<file path="src/rtl/scl_gen_pkg.sv">
// Package: shared types for the serial clock generator.
// Assumes: imported by every module of the block.
package scl_gen_pkg;

    // Phase of the generated clock.
    typedef enum logic [1:0] {
        PH_IDLE    = 2'd0,  // released, not counting
        PH_LOW     = 2'd1,  // pin driven low, counting low period
        PH_WAIT_HI = 2'd2,  // released, waiting for filtered pin high
        PH_HIGH    = 2'd3   // released, counting high period
    } phase_t;

endpackage

</file>
<file path="src/rtl/scl_tick_div.sv">
// Module: scl_tick_div
// Produces a one-cycle sample tick every (div+1) clock cycles for the
// pin noise filter.
// Assumes: div is quasi-static; a change takes effect within one period.
module scl_tick_div #(
    parameter int DIV_W = 8
) (
    input  logic             clk,
    input  logic             rst_n,
    input  logic [DIV_W-1:0] div,
    output logic             tick
);

    logic [DIV_W-1:0] cnt_q;

    assign tick = (cnt_q >= div);

    // Free-running divider counter, wraps on each tick.
    always_ff @(posedge clk) begin
        if (!rst_n) begin
            cnt_q <= '0;
        end else if (tick) begin
            cnt_q <= '0;
        end else begin
            cnt_q <= cnt_q + 1'b1;
        end
    end

endmodule

</file>
<file path="src/rtl/scl_pin_filter.sv">
// Module: scl_pin_filter
// Two-flop synchronizer followed by a consecutive-sample filter: the
// filtered level changes only after FILT_N equal samples taken on tick.
// Assumes: idle bus level is high; FILT_N >= 2.
module scl_pin_filter #(
    parameter int FILT_N = 3
) (
    input  logic clk,
    input  logic rst_n,
    input  logic tick,
    input  logic pin_i,
    output logic level_o
);

    logic              meta_q;
    logic              sync_q;
    logic [FILT_N-1:0] hist_q;
    logic              level_q;

    // Bring the asynchronous pin into the clock domain.
    always_ff @(posedge clk) begin
        if (!rst_n) begin
            meta_q <= 1'b1;
            sync_q <= 1'b1;
        end else begin
            meta_q <= pin_i;
            sync_q <= meta_q;
        end
    end

    // Shift in samples on tick and update level once all agree.
    always_ff @(posedge clk) begin
        if (!rst_n) begin
            hist_q  <= '1;
            level_q <= 1'b1;
        end else if (tick) begin
            hist_q <= {hist_q[FILT_N-2:0], sync_q};
            if (&hist_q) begin
                level_q <= 1'b1;
            end else if (~|hist_q) begin
                level_q <= 1'b0;
            end
        end
    end

    assign level_o = level_q;

endmodule

</file>
<file path="src/rtl/scl_phase_fsm.sv">
// Module: scl_phase_fsm
// Sequences low, wait and high phases, counts their lengths and times
// condition requests. A request is finished at the end of a high phase.
// Assumes: counts are stable while a phase runs; a count of 0 means 1.
module scl_phase_fsm
    import scl_gen_pkg::*;
#(
    parameter int CNT_W = 8
) (
    input  logic             clk,
    input  logic             rst_n,
    input  logic             run_en,
    input  logic             sync_en,
    input  logic [CNT_W-1:0] low_count,
    input  logic [CNT_W-1:0] high_count,
    input  logic             pin_high,
    input  logic             cond_req,
    output logic             drive_low,
    output logic             int_clk,
    output logic             cond_done
);

    localparam logic [CNT_W-1:0] CNT_ONE = CNT_W'(1);
    localparam logic [CNT_W-1:0] CNT_MAX = '1;

    phase_t           state_q, state_d;
    logic [CNT_W-1:0] cnt_q;
    logic             pend_q;
    logic             done_q;
    logic             done_d;
    logic             start_cond;
    logic [CNT_W-1:0] lim_low;
    logic [CNT_W-1:0] lim_high;
    phase_t           rise_phase;

    assign start_cond = cond_req | pend_q;
    assign lim_low    = (low_count  == '0) ? CNT_ONE : low_count;
    assign lim_high   = (high_count == '0) ? CNT_ONE : high_count;
    assign rise_phase = sync_en ? PH_WAIT_HI : PH_HIGH;

    // Next phase and completion decision.
    always_comb begin
        state_d = state_q;
        done_d  = 1'b0;
        unique case (state_q)
            PH_IDLE: begin
                if (start_cond) begin
                    state_d = rise_phase;
                end else if (run_en) begin
                    state_d = PH_LOW;
                end
            end
            PH_LOW: begin
                if (cnt_q >= lim_low) begin
                    state_d = rise_phase;
                end
            end
            PH_WAIT_HI: begin
                if (pin_high || !sync_en) begin
                    state_d = PH_HIGH;
                end
            end
            PH_HIGH: begin
                if (cnt_q >= lim_high) begin
                    if (start_cond) begin
                        done_d  = 1'b1;
                        state_d = PH_IDLE;
                    end else if (run_en) begin
                        state_d = PH_LOW;
                    end else begin
                        state_d = PH_IDLE;
                    end
                end
            end
            default: state_d = PH_IDLE;
        endcase
    end

    // Phase register and done pulse.
    always_ff @(posedge clk) begin
        if (!rst_n) begin
            state_q <= PH_IDLE;
            done_q  <= 1'b0;
        end else begin
            state_q <= state_d;
            done_q  <= done_d;
        end
    end

    // Phase length counter: restarts at 1 on each phase change.
    always_ff @(posedge clk) begin
        if (!rst_n) begin
            cnt_q <= '0;
        end else if (state_d != state_q) begin
            cnt_q <= CNT_ONE;
        end else if (cnt_q != CNT_MAX) begin
            cnt_q <= cnt_q + 1'b1;
        end
    end

    // Pending request flag, held until its completion pulse.
    always_ff @(posedge clk) begin
        if (!rst_n) begin
            pend_q <= 1'b0;
        end else begin
            pend_q <= (pend_q | cond_req) & ~done_d;
        end
    end

    assign drive_low = (state_q == PH_LOW);
    assign int_clk   = ~drive_low;
    assign cond_done = done_q;

endmodule

</file>
<file path="src/rtl/scl_clock_gen.sv">
// Module: scl_clock_gen (top)
// Master serial clock generator with optional stretch synchronization.
// Combines the sample divider, pin filter and phase sequencer, and forms
// the qualified data path clock.
// Assumes: scl_pin_i reads the wired line; an external open-drain pad
// drives 0 when scl_pull_low is 1.
module scl_clock_gen #(
    parameter int CNT_W  = 8,
    parameter int DIV_W  = 8,
    parameter int FILT_N = 3
) (
    input  logic             clk,
    input  logic             rst_n,
    input  logic             run_en,
    input  logic             sync_en,
    input  logic [CNT_W-1:0] low_count,
    input  logic [CNT_W-1:0] high_count,
    input  logic [DIV_W-1:0] filt_div,
    input  logic             cond_req,
    input  logic             scl_pin_i,
    output logic             scl_pull_low,
    output logic             shift_clk,
    output logic             cond_done
);

    logic sample_tick;
    logic pin_level;
    logic int_clk;

    scl_tick_div #(.DIV_W(DIV_W)) u_div (
        .clk   (clk),
        .rst_n (rst_n),
        .div   (filt_div),
        .tick  (sample_tick)
    );

    scl_pin_filter #(.FILT_N(FILT_N)) u_filt (
        .clk     (clk),
        .rst_n   (rst_n),
        .tick    (sample_tick),
        .pin_i   (scl_pin_i),
        .level_o (pin_level)
    );

    scl_phase_fsm #(.CNT_W(CNT_W)) u_fsm (
        .clk        (clk),
        .rst_n      (rst_n),
        .run_en     (run_en),
        .sync_en    (sync_en),
        .low_count  (low_count),
        .high_count (high_count),
        .pin_high   (pin_level),
        .cond_req   (cond_req),
        .drive_low  (scl_pull_low),
        .int_clk    (int_clk),
        .cond_done  (cond_done)
    );

    // Data path clock: AND with the line when synchronizing.
    always_comb begin
        shift_clk = sync_en ? (int_clk & pin_level) : int_clk;
    end

endmodule

</file>
<file path="config.mk">
export PLATFORM = sky130hd
export DESIGN_NAME = scl_clock_gen
export DESIGN_NICKNAME = d
export VERILOG_FILES = /design/src/rtl/scl_gen_pkg.sv /design/src/rtl/scl_tick_div.sv /design/src/rtl/scl_pin_filter.sv /design/src/rtl/scl_phase_fsm.sv /design/src/rtl/scl_clock_gen.sv
export SDC_FILE = /design/constraint.sdc
export NUM_CORES = 1
export LEC_CHECK = 0
export BUFFER_PORTS_ARGS = -buffer_cell sky130_fd_sc_hd__buf_2
export CAP_MARGIN = 20
export CORE_AREA = 2 2 59 61
export CTS_CLUSTER_SIZE = 40
export DETAILED_ROUTE_END_ITERATION = 16
export DIE_AREA = 0 0 61 63
export PLACE_DENSITY_LB_ADDON = 0.2
export SKIP_LAST_GASP = 1
export SLEW_MARGIN = 0
export SYNTH_ARGS = -nofsm -noshare
export SYNTH_HDL_FRONTEND = slang
export SYNTH_SLANG_ARGS = --single-unit
</file>
<file path="constraint.sdc">
create_clock -name clk -period 3 [get_ports clk]
set_clock_uncertainty 0.2 [all_clocks]
set_input_delay 0.3 -clock clk [delete_from_list [all_inputs] [get_ports clk]]
set_output_delay 0.3 -clock clk [all_outputs]
set_load 0.005 [all_outputs]
</file>
# Yosys cells after proc, flatten, opt, wreduce, memory -nomap -nowiden

Cells that the tools add are included.

Add/subtract/negate cells: 2
Multipliers: 0
Div/mod/pow operators: 0
Magnitude comparators: 3
Equal/unequal tests: 6
Shift operators: 0
Multiplexer cells: 19
Bitwise gates (word level): 6
Reduce and logical (&&, ||, !) cells: 11

Operators by type and width:

| operator                                            | number |
|---|---|
| greater-or-equal comparator 8 bit                   | 3 |
| adder 8 x 1 -> 8 bit, second input constant         | 2 |
| logical NOT 8 bit                                   | 2 |
| two-way mux 8 bit                                   | 2 |
| two-way mux 2 bit                                   | 6 |
| two-way mux 1 bit                                   | 10 |
| != test 8 bit, second input constant                | 1 |
| case mux 2 bit (4 select lines)                     | 1 |
| equality test 2 bit, second input constant          | 2 |
| OR reduction 2 bit                                  | 2 |
| NOT 1 bit                                           | 3 |
| AND reduction 3 bit                                 | 1 |
| OR reduction 3 bit                                  | 1 |
| bitwise AND 1 bit                                   | 2 |
| equality test 2 x 1 -> 1 bit, second input constant | 1 |
| logical NOT 2 bit                                   | 1 |
| != test 2 x 1 -> 1 bit, second input constant       | 1 |
| != test 2 bit                                       | 1 |
| AND reduction 2 bit                                 | 1 |
| nonzero test 2 bit                                  | 1 |
| logical NOT 1 bit                                   | 1 |
| logical OR 1 bit                                    | 1 |
| OR 1 bit                                            | 1 |

Flip-flop bits (word level): 26
Bits in latches: 0
Bits in writable memories: 0
ROM bits: 0
Input port bits: 30
Output and inout bits: 3
Word-level logic and storage cells: 57
Memories: 0

# Depth between registers and ports, before layout

Gate-level depths: netlist (run 1).

Word-level depth: 7
Depth in mapped cells: 9
Mapped depth without buffers: 9

# Modules after synthesis

From an unflattened synthesis (run 1), not the netlist that was laid out.

Cell total of the unflattened synthesis: 214
Area, all modules: 1900.6 µm²

By module, submodules not included:

| module         | instances | cells each | area an instance (µm²) | sequential area each (µm²) |
|---|---|---|---|---|
| scl_phase_fsm  | 1         | 136        | 1144.8                 | 240.2 |
| scl_tick_div   | 1         | 58         | 525.5                  | 160.2 |
| scl_pin_filter | 1         | 18         | 219.0                  | 120.1 |
| scl_clock_gen  | 1         | 2          | 11.3                   | 0.0 |

# Worst setup path after synthesis (run 1)

Ideal clock, no wire load.

Kind: input to register
Start point: input low_count[5]
End point: register u_fsm.state_q[1]
Setup time: 0.116 ns
Arrival: 2.248 ns
Data required time: 2.684 ns
Setup slack: 0.436 ns
Stages on the path: 9
Buffers on the path: 0
Cells stage by stage: nor4_1 -> a41o_1 -> ha_1 -> nand2b_4 -> a2111oi_4 -> nor3_1 -> or2_1 -> or3b_1 -> and4_1

Cells in the longest elaborated chain, start to end: 5

RTL lines:

| element                             | line                | text |
|---|---|---|
| start: declaration                  | scl_clock_gen.sv:16 | `input logic [CNT_W-1:0] low_count,` |
| logical NOT 8 bit                   | scl_phase_fsm.sv:37 | `assign lim_low = (low_count == '0) ? CNT_ONE : low_count;` |
| two-way mux 8 bit *                 | scl_phase_fsm.sv:37 |  |
| greater-or-equal comparator 8 bit * | scl_phase_fsm.sv:54 | `if (cnt_q >= lim_low) begin` |
| two-way mux 2 bit *                 | scl_phase_fsm.sv:54 |  |
| case mux 2 bit (4 select lines) *   | scl_phase_fsm.sv:45 | `unique case (state_q)` |
| end signal: assignment              | scl_phase_fsm.sv:85 | `state_q <= state_d;` |
| end: declaration                    | scl_phase_fsm.sv:26 | `phase_t state_q, state_d;` |

Every way passes the cells marked *; elsewhere a longest branch is shown, timed or not.
A chain may end at the register's enable or synchronous reset.

# Final worst setup path (run 1)

Start point: register u_fsm.cnt_q[0]
End point: register u_fsm.cnt_q[6]

Cells in the longest elaborated chain, start to end: 5
Elaborated cells on any way between the ends: 9
Classes of those cells: add/sub (1); order compare (2); eq/ne (2); mux (3); reduce/logical (1)

RTL lines:

| element                                                     | line                                     | text |
|---|---|---|
| start: declaration                                          | scl_phase_fsm.sv:27                      | `logic [CNT_W-1:0] cnt_q;` |
| start signal: assignment                                    | scl_phase_fsm.sv:97                      | `cnt_q <= cnt_q + 1'b1;` |
| greater-or-equal comparator 8 bit, on equally long branches | scl_phase_fsm.sv:64, scl_phase_fsm.sv:54 |  |
| two-way mux 2 bit, on equally long branches                 | scl_phase_fsm.sv:64, scl_phase_fsm.sv:54 |  |
| case mux 2 bit (4 select lines)                             | scl_phase_fsm.sv:45                      |  |
| != test 2 bit                                               | scl_phase_fsm.sv:94                      | `end else if (state_d != state_q) begin` |
| OR reduction 2 bit (no line)                                | -                                        |  |

Several ways; a longest one is shown, not always the timed one.

==> run summary, run 1 <==
After clock tree synthesis, the setup repair step added 0 buffers. The largest area contributor in the netlist was sky130_fd_sc_hd__dfxtp_1. The final global-route overflow total came out at 0.

For this run, design rule violations remaining after detail routing come to 0. For the number of search-and-repair iterations in the first detailed-routing pass, the log shows 4. The wire length of the first global-routing pass was 5380 um.

At the end of routability-driven placement, the weighted congestion stood at 0.748. On the final layout, the worst hold slack is 0.0440 ns. The worst register-to-register path begins at u_fsm.cnt_q[0].

The worst setup path is captured at a register. The worst hold path was traced through 2 stages. The run finished with clean final reports. Buffers placed on the I/O ports in this run total 32.

Setup repair after global routing left no endpoint under its margin. The starting density of the core is 0.533, and the count of non-filler cells in the finished layout is 284. The overall routing resource usage is 0.177, and the maximum level of the CTS H-tree is 1. The number of hold buffers added after cts was 1. The worst-case reg-to-reg path depth works out to 8. The die covers 3840 um^2. The tools report the placement row count as 21. The endpoint identified for the worst register-to-register timing path is u_fsm.cnt_q[6]. Dividing the detail-routed wire length by the instance count gives 11.0 um. The detail-routed via count per cell is 5.14, and the maximum fanout encountered on the critical timing path is 7. The number of buffers on the longest clock path was 2. The layout-stage area growth over the synthesis result is 15.3%, and the die boundary width is 61 um. The tools report the final core utilization as 0.615. The repair_antennas step left the layout with diodes totalling 0. Setup violations remaining at the end of the flow were counted as 0. For the number of library cell types mapped by synthesis, the log shows 41.

Counting every instance in the synthesized netlist gives 205. The share of flip-flops with an asynchronous set or reset after synthesis is 0. STA classifies the critical path startpoint as a register.

Summed over all failing endpoints, the final setup total negative slack is 0 ns. The number of max-slew violations in the final report came out at 0. The setup slack of the worst register-to-register path was 0.44 ns. The worst hold path begins at rst_n. TritonCTS built the clock tree. Across the run, the number of max-cap violations was 0. Pin placement for this block handled 33 I/O pins. The tightest slew margin relative to the limit is 0.663.

CTS placed an instance of sky130_fd_sc_hd__clkbuf_4 at the clock tree root. The commonest cells after synthesis are sky130_fd_sc_hd__dfxtp_1, sky130_fd_sc_hd__ha_1, sky130_fd_sc_hd__inv_1, sky130_fd_sc_hd__nor2_1. For the maximum ir drop on the vdd rail, the log shows 0.239 mV. The run gives 0 as the post-route antenna net violation count. The fraction of synthesized cell area taken by the top area cell type is 0.302, and the number of synthesis warnings is 0. At the later pin of the worst-skew pair, clock insertion delay measures 0.32 ns.

The most common flop cell mapped by yosys is sky130_fd_sc_hd__dfxtp_1. The path class of the tightest hold or removal check is in2reg. For this run, the top clock speed supported by timing is 0.391 GHz. Clock-pin slew was measured on the worst setup and hold paths at 0.14 ns.

The fraction of layout cells with a size suffix above 1 is 0.164, and the total standard cell area after synthesis is 1720 um^2. For this block, the initial DRC count from the detailed router was 20. For the post-placement setup slack, the log shows 0.136 ns.

Each instance of the synthesized netlist takes up on average 8.40 um^2. For the pin with the worst max-slew slack, the measured transition is 0.505 ns. The number of clock sinks was 26; the share of the clock period used by the worst path after layout was 0.852. The tools report the half-perimeter wire length after placement as 2570 um.

The final critical-path setup slack was 0.445 ns; the number of vias in the routed layout was 1,461. The capture endpoint of the worst hold path is u_filt.hist_q[1]. Power per standard cell area: 382 nW/um^2.

Sorting the synthesized cells by area gives the leading types as sky130_fd_sc_hd__dfxtp_1, sky130_fd_sc_hd__ha_1, sky130_fd_sc_hd__inv_1. The final hold violation count came out at 0. The core region is 3230 um^2.

The number of clock buffers inserted by TritonCTS was 3; the detailed-route wire length was 3120 um. The analysis attributes to cell leakage a power of 0.000963 uW. The required time of the worst setup path was 3.05 ns. The run gives 0.302 as the portion of the post-synthesis area used by sequential elements. The logs give 16 for the pin count of the biggest net entering global routing and 1,308 for the via count of the first global-routing pass. For the worst setup path, the data arrival time is 2.60 ns.

The run gives 0 as the initial antenna violation count. The number of enable flip-flop cells after synthesis works out to 0. The die is 63 um tall.

The post-layout minimum cycle time works out to 2.56 ns. Type of the worst setup path: reg2reg. The tools report the post-layout net count as 295. After synthesis the netlist holds a flip-flop and latch count of 26.

The tools report the post-synth net total as 261. The number of placed instances, taps included, is 279. Gates resized during post-CTS repair numbered 0.

The count of filler cells inserted in the layout came out at 320.
==> metrics by stage <==
stage                     area [um^2]  total power, uW
after floorplan                  1720              483
after global placement           1920              527
after detailed placement         1920              531
after CTS                        1990              770
after global routing             1990              805
final                            1990              759
==> flip-flops by register name (all words and copies together) (netlist names) <==
name,flops
u_filt.hist_q,3
u_fsm.pend_q,1
u_fsm.cnt_q,8
u_filt.level_o,1
u_div.cnt_q,8
u_fsm.state_q,2
u_fsm.cond_done,1
u_filt.sync_q,1
u_filt.meta_q,1
==> area by class of cell <==
class | instances | area, um^2 | share of cell area
Clock buffer | 3 | 22.5 | 0.0113
Clock inverter | 1 | 30.0 | 0.0151
Inverter | 25 | 93.8 | 0.0472
Multi-Input combinational cell | 150 | 1090 | 0.550
Sequential cell | 26 | 520 | 0.262
Tap cell | 46 | 57.6 | 0.0290
Timing Repair Buffer | 33 | 170 | 0.0856
==> placed cells by master, fill, tap and decap left out, drive strengths merged, types with 4 or more instances in the layout <==
| cell type | count |
|---|---|
| nand4 | 4 |
| dfxtp | 26 |
| inv | 25 |
| ha | 26 |
| mux2i | 4 |
| a21oi | 5 |
| buf | 32 |
| xnor2 | 4 |
| nand2 | 11 |
| o21ai | 10 |
| nand2b | 4 |
| nor2b | 5 |
| xor2 | 4 |
| nand3 | 11 |
| nor2 | 25 |
==> critical path, cell delays in order, from the launching register on <==
cell	delay, ns
sky130_fd_sc_hd__dfxtp_1	0.43
sky130_fd_sc_hd__inv_1	0.12
sky130_fd_sc_hd__ha_1	0.31
sky130_fd_sc_hd__nand2b_4	0.15
sky130_fd_sc_hd__a2111oi_4	0.33
sky130_fd_sc_hd__nor3_1	0.11
sky130_fd_sc_hd__o31ai_1	0.34
sky130_fd_sc_hd__o21ai_1	0.26
sky130_fd_sc_hd__nor3_1	0.22
==> cells by family (layout without fill, tap and decap cells) <==
family                   Yosys count  count (layout)  share of synthesized area
flip-flops                        26              26                      0.302
buffers and inverters             29              62                     0.0639
adder cells (fa/ha/maj)           26              26                      0.189
AND/OR/NAND/NOR                   79              79                      0.240
multiplexers                       4               4                     0.0232
XOR/XNOR                           8               8                     0.0407
AO/OA/AOI/OAI                     33              33                      0.142
==> layer usage <==
layer | up-vias | wire length (um) | GRT usage
met2 | 24 | 1480 | 0.290
met4 | 0 | 18 | 0.0408
met3 | 2 | 108 | 0.0373
li1 | 788 | - | -
met5 | - | 0 | 0
met1 | 647 | 1520 | 0.235
==> worst max-delay path by stage <==
stage / from / to / cells after the start
after floorplan: low_count[5] / u_fsm.state_q[1] / 9
after global placement: low_count[5] / u_fsm.cnt_q[6] / 10
after detailed placement: low_count[5] / u_fsm.cnt_q[6] / 10
after CTS: u_fsm.cnt_q[0] / u_fsm.cnt_q[6] / 8
after global routing: u_fsm.cnt_q[0] / u_fsm.cnt_q[6] / 8
final: u_fsm.cnt_q[0] / u_fsm.cnt_q[6] / 8
==> power breakdown <==
part           internal (uW)  total (uW)  switching, uW  leakage, uW
clock network            135         236            100    0.0000279
registers                360         382           21.8     0.000212
logic                   75.0         142           66.5     0.000722
total                    571         759            189     0.000963
Power figures use the tool's default switching activity.
==> inputs of run 2 (changes only) <==
==> constraint.sdc (replaced) <==
create_clock -name clk -period 3 [get_ports clk]
set_clock_uncertainty 0.2 [all_clocks]
set_input_delay 0 -clock clk [delete_from_list [all_inputs] [get_ports clk]]
set_output_delay 0 -clock clk [all_outputs]
set_load 0.005 [all_outputs]
==> run 2 against run 1 <==
  * Critical path depth unchanged
  * Design area up 1.7%
  * Core utilization up 1.0 points
  * Fmax up 2.9%
  * Clock power down 26%
  * Via count down 0.48%
  * Die area unchanged
  * Global-route usage up 0.27 points
  * First-iteration DRC count up 110%
  * Sequential cell count unchanged
  * Largest power group unchanged
==> run summary, run 2 (same netlist as run 1, synthesis figures left out) <==
The setup TNS after final layout came out at 0 ns. The run finished with clean final reports. The post-route antenna net violation count was 0; the final critical-path setup slack was 0.517 ns. Clock tree synthesis found a total of 26 sinks.

Dividing total power by cell area gives a power density of 348 nW/um^2. The number of clock buffers inserted by TritonCTS was 3; the die outline area was 3840 um^2. At the worst endpoint, the arrival time is 2.53 ns. The run gives 0.180 as the overall routing resource usage. In this run the cell area measured after placement is 1920 um^2.

Hold timing on the final database bottoms out at a slack of 0.188 ns. The final layout contains routed wiring with a total length of 3110 um. Most common cell after layout, fill and taps aside: sky130_fd_sc_hd__buf_2. The tree is rooted in a sky130_fd_sc_hd__clkbuf_4. Clock latency on the worst-skew pair, taken at its later pin, is 0.33 ns.

TritonCTS built the clock tree. Relative to the synthesized area, the layout overhead comes to 17.3%. After detailed placement, the design holds a cell count of 279. The logs give 0 for the antenna diode instance count and 2 for the number of buffers on the longest clock path. The area of the core is 3230 um^2, and the clock transition at the registers of the reported paths is 0.14 ns. Category of the worst setup path capture point: a register. After detailed routing, the average wire length per cell comes to 10.8 um.

The leakage power summed over all cells is 0.000975 uW. Leaving out fill and tap cells, the most frequent cells in the layout are sky130_fd_sc_hd__buf_2, sky130_fd_sc_hd__ha_1, sky130_fd_sc_hd__dfxtp_1, sky130_fd_sc_hd__inv_1, sky130_fd_sc_hd__nor2_1. Entering global routing, the biggest net connects 15 pins. The worst setup path is launched from a register. The critical path in this run is classified as reg2reg. The first global-routing pass estimated 5330 um of wire.

The pre-antenna-repair detailed-routing pass consisted of 4 iterations. The logs give 319 for the count of filler cells inserted in the layout and 289 for the count of non-filler cells in the finished layout. For the via count of the first global-routing pass, the log shows 1,311. For the initial antenna violation count, the log shows 0. Setup repair after global routing left no endpoint under its margin.

Number of primary I/O pins: 33. The final hold violation count came out at 0. The number of gates resized after CTS is 0, and the maximum achievable frequency is 0.403 GHz. The tightest slew margin relative to the limit was 0.665; the violation count after the first detailed-routing iteration was 41.

For this run, design rule violations remaining after detail routing come to 0. The detailed router placed 1,454 vias in this run. The share of the clock period used by the worst path after layout came out at 0.828. Slew at the pin closest to its max-slew limit: 0.499 ns. The post-layout minimum cycle time was 2.48 ns.

The half-perimeter wire length after placement is 2490 um, and the final global-route overflow total is 0. The tightest min-delay check is of the in2reg type. In this run the worst path has a maximum fanout of 7. Post-route cell area: 2020 um^2. The largest registers in the layout are u_div.cnt_q x8, u_fsm.cnt_q x8, u_filt.hist_q x3. Die height: 63 um. Setup violations remaining at the end of the flow were counted as 0.

The maximum level of the CTS H-tree came out at 1. Starting density of the core: 0.533. The logs give 0.190 mV for the maximum ir drop on the vdd rail and 300 for the post-layout net count. The placement row count was 21; the placer's final routability congestion estimate was 0.782.

The required time of the worst setup path is 3.05 ns. The number of buffers added on ports is 32, and the detail-routed via count per cell is 5.03. The fraction of layout cells with a size suffix above 1 was 0.160; the die boundary width was 61 um. The post-placement setup slack is 0.435 ns, and the max-cap check violation count is 0. The number of max-slew violations in the final report came out at 0.
## run 2: cell types whose count changed in the layout (fill, tap and decap cells not counted), sizes merged
cell	previous run	this run
dlygate4sd3	1	6
bufinv	1	0
clkbuf	3	4
## run 2: metal layers
layer,share of wire,up-vias,track usage
li1,-,793,-
met1,0.48,632,0.224
met2,0.46,25,0.302
met3,0.041,4,0.0435
met4,0.013,0,0.0489
met5,0,-,0
## run 2: path summary, 6_finish.rpt
kind	start	endpoint	slack, ns	cells past startpoint
max	u_fsm.cnt_q[0]	u_fsm.cnt_q[6]	0.52	8
min reg2reg	u_filt.meta_q	u_filt.sync_q	0.23	1
min	filt_div[7]	u_filt.hist_q[2]	0.19	7
max reg2reg	u_fsm.cnt_q[0]	u_fsm.cnt_q[6]	0.52	8
## run 2: layout make-up
cell class                 instances  area, um^2  share of cell area
clock buffer                       4        36.3              0.0180
inverter                          25        93.8              0.0464
multi-input combinational        150        1090               0.541
sequential                        26         520               0.258
tap                               46        57.6              0.0285
timing repair buffer              38         220               0.109
## run 2: where the power goes
group	internal [uW]	leakage (uW)	total, uW	switching (uW)
sequential	360	0.000212	382	21.8
clock	74.4	0.0000210	175	100
combinational	78.8	0.000742	146	67.7
## run 2: timing repair
| item | CTS | global route |
|---|---|---|
| hold buffers | 6 | 0 |
| buffers inserted | 0 | 0 |
| hold endpoints to repair | 11 | 0 |
## run 2: worst max-delay path: stages (launching register included)
cell                        delay [ns]
sky130_fd_sc_hd__dfxtp_1          0.41
sky130_fd_sc_hd__inv_1            0.11
sky130_fd_sc_hd__ha_1             0.31
sky130_fd_sc_hd__nand2b_4         0.15
sky130_fd_sc_hd__a2111oi_4        0.33
sky130_fd_sc_hd__nor3_1           0.11
sky130_fd_sc_hd__o31ai_1          0.32
sky130_fd_sc_hd__o21ai_1          0.26
sky130_fd_sc_hd__nor3_1           0.22
## run 2: stage by stage
step	util	total power, uW
after global routing	0.625	749
final	0.625	703
after floorplan	-	483
after global placement	0.595	526
after CTS	0.625	712
after detailed placement	0.595	530
